## config.mk

```make
export PLATFORM = sky130hd
export DESIGN_NAME = atomic_seq_gate
export DESIGN_NICKNAME = d
export VERILOG_FILES = /design/src/rtl/asg_pkg.sv /design/src/rtl/gate_admit.sv /design/src/rtl/gate_count.sv /design/src/rtl/gate_owner.sv /design/src/rtl/atomic_seq_gate.sv
export SDC_FILE = /design/constraint.sdc
export NUM_CORES = 1
export LEC_CHECK = 0
export ABC_AREA = 1
export ABC_CLOCK_PERIOD_IN_PS = 4700
export BUFFER_PORTS_ARGS = -buffer_cell sky130_fd_sc_hd__buf_4
export CAP_MARGIN = 20
export CORE_MARGIN = 1
export CORE_UTILIZATION = 55
export DETAILED_ROUTE_END_ITERATION = 7
export PLACE_DENSITY = 0.85
export SYNTH_ARGS = -nofsm -noshare
export SYNTH_HDL_FRONTEND = slang
export SYNTH_HIERARCHICAL = 1
export SYNTH_SLANG_ARGS = --single-unit
```

## constraint.sdc

```tcl
create_clock -name clk -period 4.7 [get_ports clk]
set_input_delay 0.235 -clock clk [delete_from_list [all_inputs] [get_ports clk]]
set_output_delay 0.235 -clock clk [all_outputs]
set_load 0.01 [all_outputs]
```

## src/rtl/asg_pkg.sv

```systemverilog
package asg_pkg;
  localparam int unsigned KIND_W = 3;
  typedef logic [KIND_W-1:0] kind_t;

  localparam kind_t KIND_LOAD   = 3'd0;
  localparam kind_t KIND_STORE  = 3'd1;
  localparam kind_t KIND_RMW_RD = 3'd2;
  localparam kind_t KIND_RMW_WR = 3'd3;
  localparam kind_t KIND_FETCH  = 3'd4;

  // kinds that keep an atomic sequence alive when the owner sends them
  function automatic logic keeps_sequence(input kind_t k);
    return (k == KIND_RMW_RD) || (k == KIND_RMW_WR);
  endfunction

  function automatic logic opens_level(input kind_t k);
    return k == KIND_RMW_RD;
  endfunction
endpackage

```

## src/rtl/gate_admit.sv

```systemverilog
module gate_admit
  import asg_pkg::*;
#(
  parameter int unsigned ID_W    = 8,
  parameter int unsigned FREE_ID = 200
) (
  input  logic [ID_W-1:0] owner_q,
  input  logic            req_valid,
  input  logic [ID_W-1:0] req_id,
  input  kind_t           req_type,
  input  logic            dont_set,
  output logic            ready,
  output logic            owned,
  output logic            open_lvl,
  output logic            drop_seq
);
  localparam logic [ID_W-1:0] FREE = FREE_ID[ID_W-1:0];

  logic accept;
  logic from_owner;

  always_comb begin
    owned      = (owner_q != FREE);
    from_owner = owned && (req_id == owner_q);
    ready      = !owned || from_owner;
    accept     = req_valid && ready && !dont_set;
    open_lvl   = accept && opens_level(req_type);
    drop_seq   = accept && from_owner && !keeps_sequence(req_type);
  end
endmodule

```

## src/rtl/gate_count.sv

```systemverilog
module gate_count #(
  parameter int unsigned CNT_W = 4
) (
  input  logic             clk,
  input  logic             rst_n,
  input  logic             inc,
  input  logic             dec,
  input  logic             clr,
  output logic [CNT_W-1:0] cnt_q,
  output logic             ovf_evt,
  output logic             empty_next
);
  localparam logic [CNT_W-1:0] CNT_MAX = {CNT_W{1'b1}};

  function automatic logic [CNT_W-1:0] step(input logic [CNT_W-1:0] cur,
                                            input logic up, input logic down);
    logic [CNT_W-1:0] r;
    r = cur;
    if (up && !down && cur != CNT_MAX) r = cur + CNT_W'(1);
    else if (down && !up)              r = cur - CNT_W'(1);
    return r;
  endfunction

  logic [CNT_W-1:0] cnt_d;

  always_comb begin
    cnt_d      = clr ? '0 : step(cnt_q, inc, dec);
    ovf_evt    = !clr && inc && !dec && (cnt_q == CNT_MAX);
    empty_next = (cnt_d == '0);
  end

  always_ff @(posedge clk or negedge rst_n) begin
    if (!rst_n) cnt_q <= '0;
    else        cnt_q <= cnt_d;
  end


  no_overflow_chk: assert property (@(posedge clk) disable iff (!rst_n)
    (cnt_q == CNT_MAX && inc && !dec && !clr) |=> (cnt_q == CNT_MAX));


  no_underflow_chk: assert property (@(posedge clk) disable iff (!rst_n)
    dec |-> (cnt_q != '0));
endmodule

```

## src/rtl/gate_owner.sv

```systemverilog
module gate_owner #(
  parameter int unsigned ID_W    = 8,
  parameter int unsigned FREE_ID = 200
) (
  input  logic            clk,
  input  logic            rst_n,
  input  logic            claim,
  input  logic            vacate,
  input  logic [ID_W-1:0] req_id,
  output logic [ID_W-1:0] owner_q
);
  localparam logic [ID_W-1:0] FREE = FREE_ID[ID_W-1:0];

  always_ff @(posedge clk or negedge rst_n) begin
    if (!rst_n)                          owner_q <= FREE;
    else if (vacate)                     owner_q <= FREE;
    else if (claim && owner_q == FREE)   owner_q <= req_id;
  end


  claim_chk: assert property (@(posedge clk) disable iff (!rst_n)
    (claim && !vacate && owner_q == FREE) |=> (owner_q == $past(req_id)));
endmodule

```

## src/rtl/atomic_seq_gate.sv

```systemverilog
module atomic_seq_gate
  import asg_pkg::*;
#(
  parameter int unsigned ID_W    = 8,
  parameter int unsigned CNT_W   = 4,
  parameter int unsigned FREE_ID = 200
) (
  input  logic             clk,
  input  logic             rst_n,
  input  logic             req_valid,
  input  logic [ID_W-1:0]  req_id,
  input  logic [2:0]       req_type,
  input  logic             req_dont_set,
  output logic             req_ready,
  input  logic             cmpl_valid,
  input  logic [ID_W-1:0]  cmpl_id,
  output logic [ID_W-1:0]  owner_id,
  output logic [CNT_W-1:0] nest_count,
  output logic             err_pulse
);
  localparam logic [ID_W-1:0] FREE = FREE_ID[ID_W-1:0];

  logic owned, open_lvl, drop_seq;
  logic cmpl_bad, cmpl_ok;
  logic ovf_evt, empty_next;
  logic err_q;

  gate_admit #(.ID_W(ID_W), .FREE_ID(FREE_ID)) u_admit (
    .owner_q  (owner_id),
    .req_valid(req_valid),
    .req_id   (req_id),
    .req_type (kind_t'(req_type)),
    .dont_set (req_dont_set),
    .ready    (req_ready),
    .owned    (owned),
    .open_lvl (open_lvl),
    .drop_seq (drop_seq)
  );

  always_comb begin
    cmpl_bad = cmpl_valid && (!owned || cmpl_id != owner_id || nest_count == '0);
    cmpl_ok  = cmpl_valid && !cmpl_bad;
  end

  gate_count #(.CNT_W(CNT_W)) u_count (
    .clk       (clk),
    .rst_n     (rst_n),
    .inc       (open_lvl),
    .dec       (cmpl_ok),
    .clr       (drop_seq),
    .cnt_q     (nest_count),
    .ovf_evt   (ovf_evt),
    .empty_next(empty_next)
  );

  gate_owner #(.ID_W(ID_W), .FREE_ID(FREE_ID)) u_owner (
    .clk    (clk),
    .rst_n  (rst_n),
    .claim  (open_lvl),
    .vacate (empty_next),
    .req_id (req_id),
    .owner_q(owner_id)
  );

  always_ff @(posedge clk or negedge rst_n) begin
    if (!rst_n) err_q <= 1'b0;
    else        err_q <= cmpl_bad || ovf_evt;
  end
  assign err_pulse = err_q;


  release_chk: assert property (@(posedge clk) disable iff (!rst_n)
    drop_seq |=> (owner_id == FREE && nest_count == '0));


  probe_hold_chk: assert property (@(posedge clk) disable iff (!rst_n)
    (req_dont_set && !cmpl_valid) |=> ($stable(owner_id) && $stable(nest_count)));


  bad_cmpl_chk: assert property (@(posedge clk) disable iff (!rst_n)
    (cmpl_valid && (owner_id == FREE || cmpl_id != owner_id)) |=> err_pulse);


  owner_count_sync_chk: assert property (@(posedge clk) disable iff (!rst_n)
    ((nest_count == '0) == (owner_id == FREE)));


  refuse_chk: assert property (@(posedge clk) disable iff (!rst_n)
    (!req_ready && !cmpl_valid) |=> $stable(owner_id));
endmodule

```

==> results by group <==
Outcome
  • Status: finished, final reports clean

Drt
  • DR pass1 iterations: 5
  • Routed wire per std cell: 10.7 µm
  • DRC viols: 0
  • Post-route ant nets: 0
  • Detailed Route WL: 3110 µm
  • Vias per inst: 4.91
  • Vias: 1420
  • Initial drt markers: 43

Floorplan
  • Core ar.: 2230 µm²
  • Die Y: 50.8 µm
  • Rows: 17
  • DIE AREA: 2580 µm²
  • Starting Density: 58.5%
  • Die width: 50.8 µm
  • # IOs: 38

Pwr
  • Peak supply drop: 0.133 mV
  • PwrDens: 149 nW/µm²
  • Static Leakage: 0.000919 µW

Place
  • DP Worst Slack: 2.12 ns
  • Number of I/O port buffers: 37
  • Final HPWL DP: 2430 µm
  • GP Congestion: 0.876

STA
  • Fmax: 371 MHz
  • Sum Neg Setup Slack: 0 ns
  • Hold Vio Cnt, Final: 0
  • Final setup margin: 2.00 ns
  • Clock skew: 0.00373 ns
  • RSZ-0062 raised after global routing: false
  • Period utilization: 57.4%
  • Max Slew Vio Count: 0
  • Rel. slew slack: 72.0%
  • Worst-Margin Slew: 0.419 ns
  • Min Tclk post-route: 2.70 ns
  • Setup-failing EPs final: 0
  • Hold_ws: 0.166 ns

Worst hold path
  • WHS Path Cells: 3
  • Worst hold path type: input port to register
  • Hold Path Origin: cmpl_valid
  • Hold Path End: err_pulse

GRT
  • GR Overflow Total: 0
  • Overall Global Routing Usage: 26.0%
  • Global-route wire length before repair: 5110 µm
  • Initial antenna violation count: 0
  • Largest net degree at the start of global routing: 15
  • Number of global-route vias before repair: 1237

Worst setup path
  • Delay-heaviest family, CP: simple AND/OR/NAND/NOR gates
  • Worst path most repeated cell: nand2_1
  • Nature of the critical path startpoint: register
  • Crit end category: register
  • Crit-path slowest cell: dfrtp_1
  • Cell chain of the critical path: inv_1 > nand2_1 > nand2_1 > nand2_1 > nor2_1 > nand2_1 > a21oi_2 > inv_1 > nor2_2 > nand2_2 > nand3_1 > nand2_1 > o21ai_2 > nor2_2 > inv_1 > nand4_1 > nand2_1
  • FF-to-FF End: u_owner/owner_q[0]
  • Critical Path AT: 2.91 ns
  • WS Path Type: register to register
  • Worst R2R Setup Slack: 2.00 ns
  • Worst Path Required: 4.91 ns
  • Crit Path Max Fanout: 14
  • Slowest stage delay, CP: 0.48 ns
  • Reg-to-reg startpoint: u_owner/owner_q[5]
  • R2R depth: 17
  • Buf/Inv on CP: 3

Logic synthesis
  • Post-synth EDFFs: 0
  • Largest family of logic cells by synthesized area: simple AND/OR/NAND/NOR gates
  • Seq cells post-synth: 13
  • Top post-synthesis cells by count: nand2_1 (80), inv_1 (44), nor2_1 (22)
  • Prevailing post-synth register cell: dfrtp_1
  • Post-Synthesis Cells: 220
  • Synthesized Nets: 246
  • Distinct cells, synth: 27
  • Post-synthesis cell area: 1310 µm²
  • Synth area leaders: nand2_1 (23%), dfrtp_1 (19%), inv_1 (13%)
  • Post-synthesis simple-gate area fraction: 51.8%
  • Fraction of registers with async set/reset: 100%
  • Proportion of synthesized area in mux cells: 0%
  • Syn Area/Cell: 5.94 µm²
  • Yosys warns: 6
  • Synth Area in Compound Gates: 2.87%
  • Sequential fraction of the synthesis area: 25.2%
  • Post-synthesis adder-cell area fraction: 1.91%
  • Share of the synthesized area in the top cell type: 23.0%
  • Post-Synth XOR/XNOR Area: 3.35%
  • Synth area leader: nand2_1
  • Most common cell in the netlist: nand2_1

Finish
  • Area growth from synthesis to layout: 25.8%
  • Final-stage net count: 288
  • Antenna Diode Count: 0
  • Fill cells: 208
  • Share of cells above drive strength 1: 26.4%

Clock tree
  • Num CTS Buffers: 3
  • H-tree depth: 1
  • CTS tree: done
  • CTS clock-pin slew for the worst setup and hold paths: 0.08 ns
  • Clk_lat worst skew: 0.28 ns
  • CTS Sinks: 13
  • Longest Clk Path Bufs: 2
  • Postcts setup bufs: 0
  • Clk root buf: clkbuf_4

Flow run
  • Max_cap viols: 0
[cell families after synthesis]
family	after synthesis
and+or+nand+nor	144
buffers and inverters	50
DFF	13
AOI/OAI and AO/OA	6
xor gates and xnor gates	5
adders and majority gates	2
[how the worst max path moves through the flow]
| stage | from | slack [ns] | to | cells after the start |
|---|---|---|---|---|
| floorplan | u_owner/owner_q[3] | 2.41 | u_owner/owner_q[0] | 14 |
| finish | u_owner/owner_q[5] | 2.00 | u_owner/owner_q[0] | 17 |
| global route | u_owner/owner_q[5] | 1.84 | u_owner/owner_q[2] | 16 |
| detailed placement | u_owner/owner_q[5] | 2.12 | u_owner/owner_q[0] | 16 |
| global placement | u_owner/owner_q[6] | 2.15 | u_owner/owner_q[2] | 14 |
| CTS | u_owner/owner_q[6] | 2.09 | u_owner/owner_q[0] | 14 |
[repair_timing]
| action | CTS | global route |
|---|---|---|
| hold endpoints to repair | 10 | 0 |
| resized for setup | 0 | 0 |
| hold buffers | 1 | 0 |
[sequential cells by signal (all words and copies together), names as in the netlist]
register         cells
u_owner/owner_q      8
err_pulse            1
u_count/cnt_q        4
[tightest hold or removal path, delay by kind of cell]
kind,cells,cell delay (ns)
buffers and inverters,1,0.08
AND/OR/NAND/NOR,2,0.10
[routing by layer]
metal | global-route usage [%] | vias up | routed length, µm
met3 | 0.909 | 2 | 229
met5 | 0 | - | 0
met4 | 8.33 | 0 | 11
met2 | 43.6 | 66 | 1450
li1 | - | 742 | -
met1 | 36.0 | 610 | 1420
[area by class of cell]
type,instances,area (µm²),area share [%]
inverters,49,184,11.2
clock buffers,4,26.3,1.60
multi-input cells,157,783,47.6
flip-flops and latches,13,329,20.0
well taps,28,35.0,2.13
repair buffers,38,288,17.5
[through the flow]
stage | cell area [µm²] | power [µW] | util [%] | std cells
CTS | 1650 | 248 | 73.7 | 289
detailed placement | 1610 | 176 | 72.0 | 284
global route | 1650 | 260 | 73.7 | 289
finish | 1650 | 246 | 73.7 | 289
floorplan | 1310 | 148 | - | 220
global placement | 1610 | 176 | 72.0 | 284
[power breakdown]
group	leakage (µW)	internal, µW	switching (µW)
Sequential	0.000154	115	3.64
Combinational	0.000750	28.4	28.7
Clock	0.0000150	32.9	37.8
Total	0.000919	176	70.1
[layout by cell type, fill, tap and decap left out, types with 3 or more instances in the layout]
master,synthesis,layout
dfstp_2,3,3
nand2_1,80,80
xnor2_1,5,5
nor3_2,3,3
nor2_2,4,4
nand3_2,5,5
nor2_1,22,22
dfrtp_1,10,10
nand2_2,4,4
nand3_1,12,12
buf_4,0,37
inv_1,44,44
clkbuf_4,0,3
nand4_1,6,6
inv_2,4,4
No activity file was read; power rests on OpenSTA's default activity.
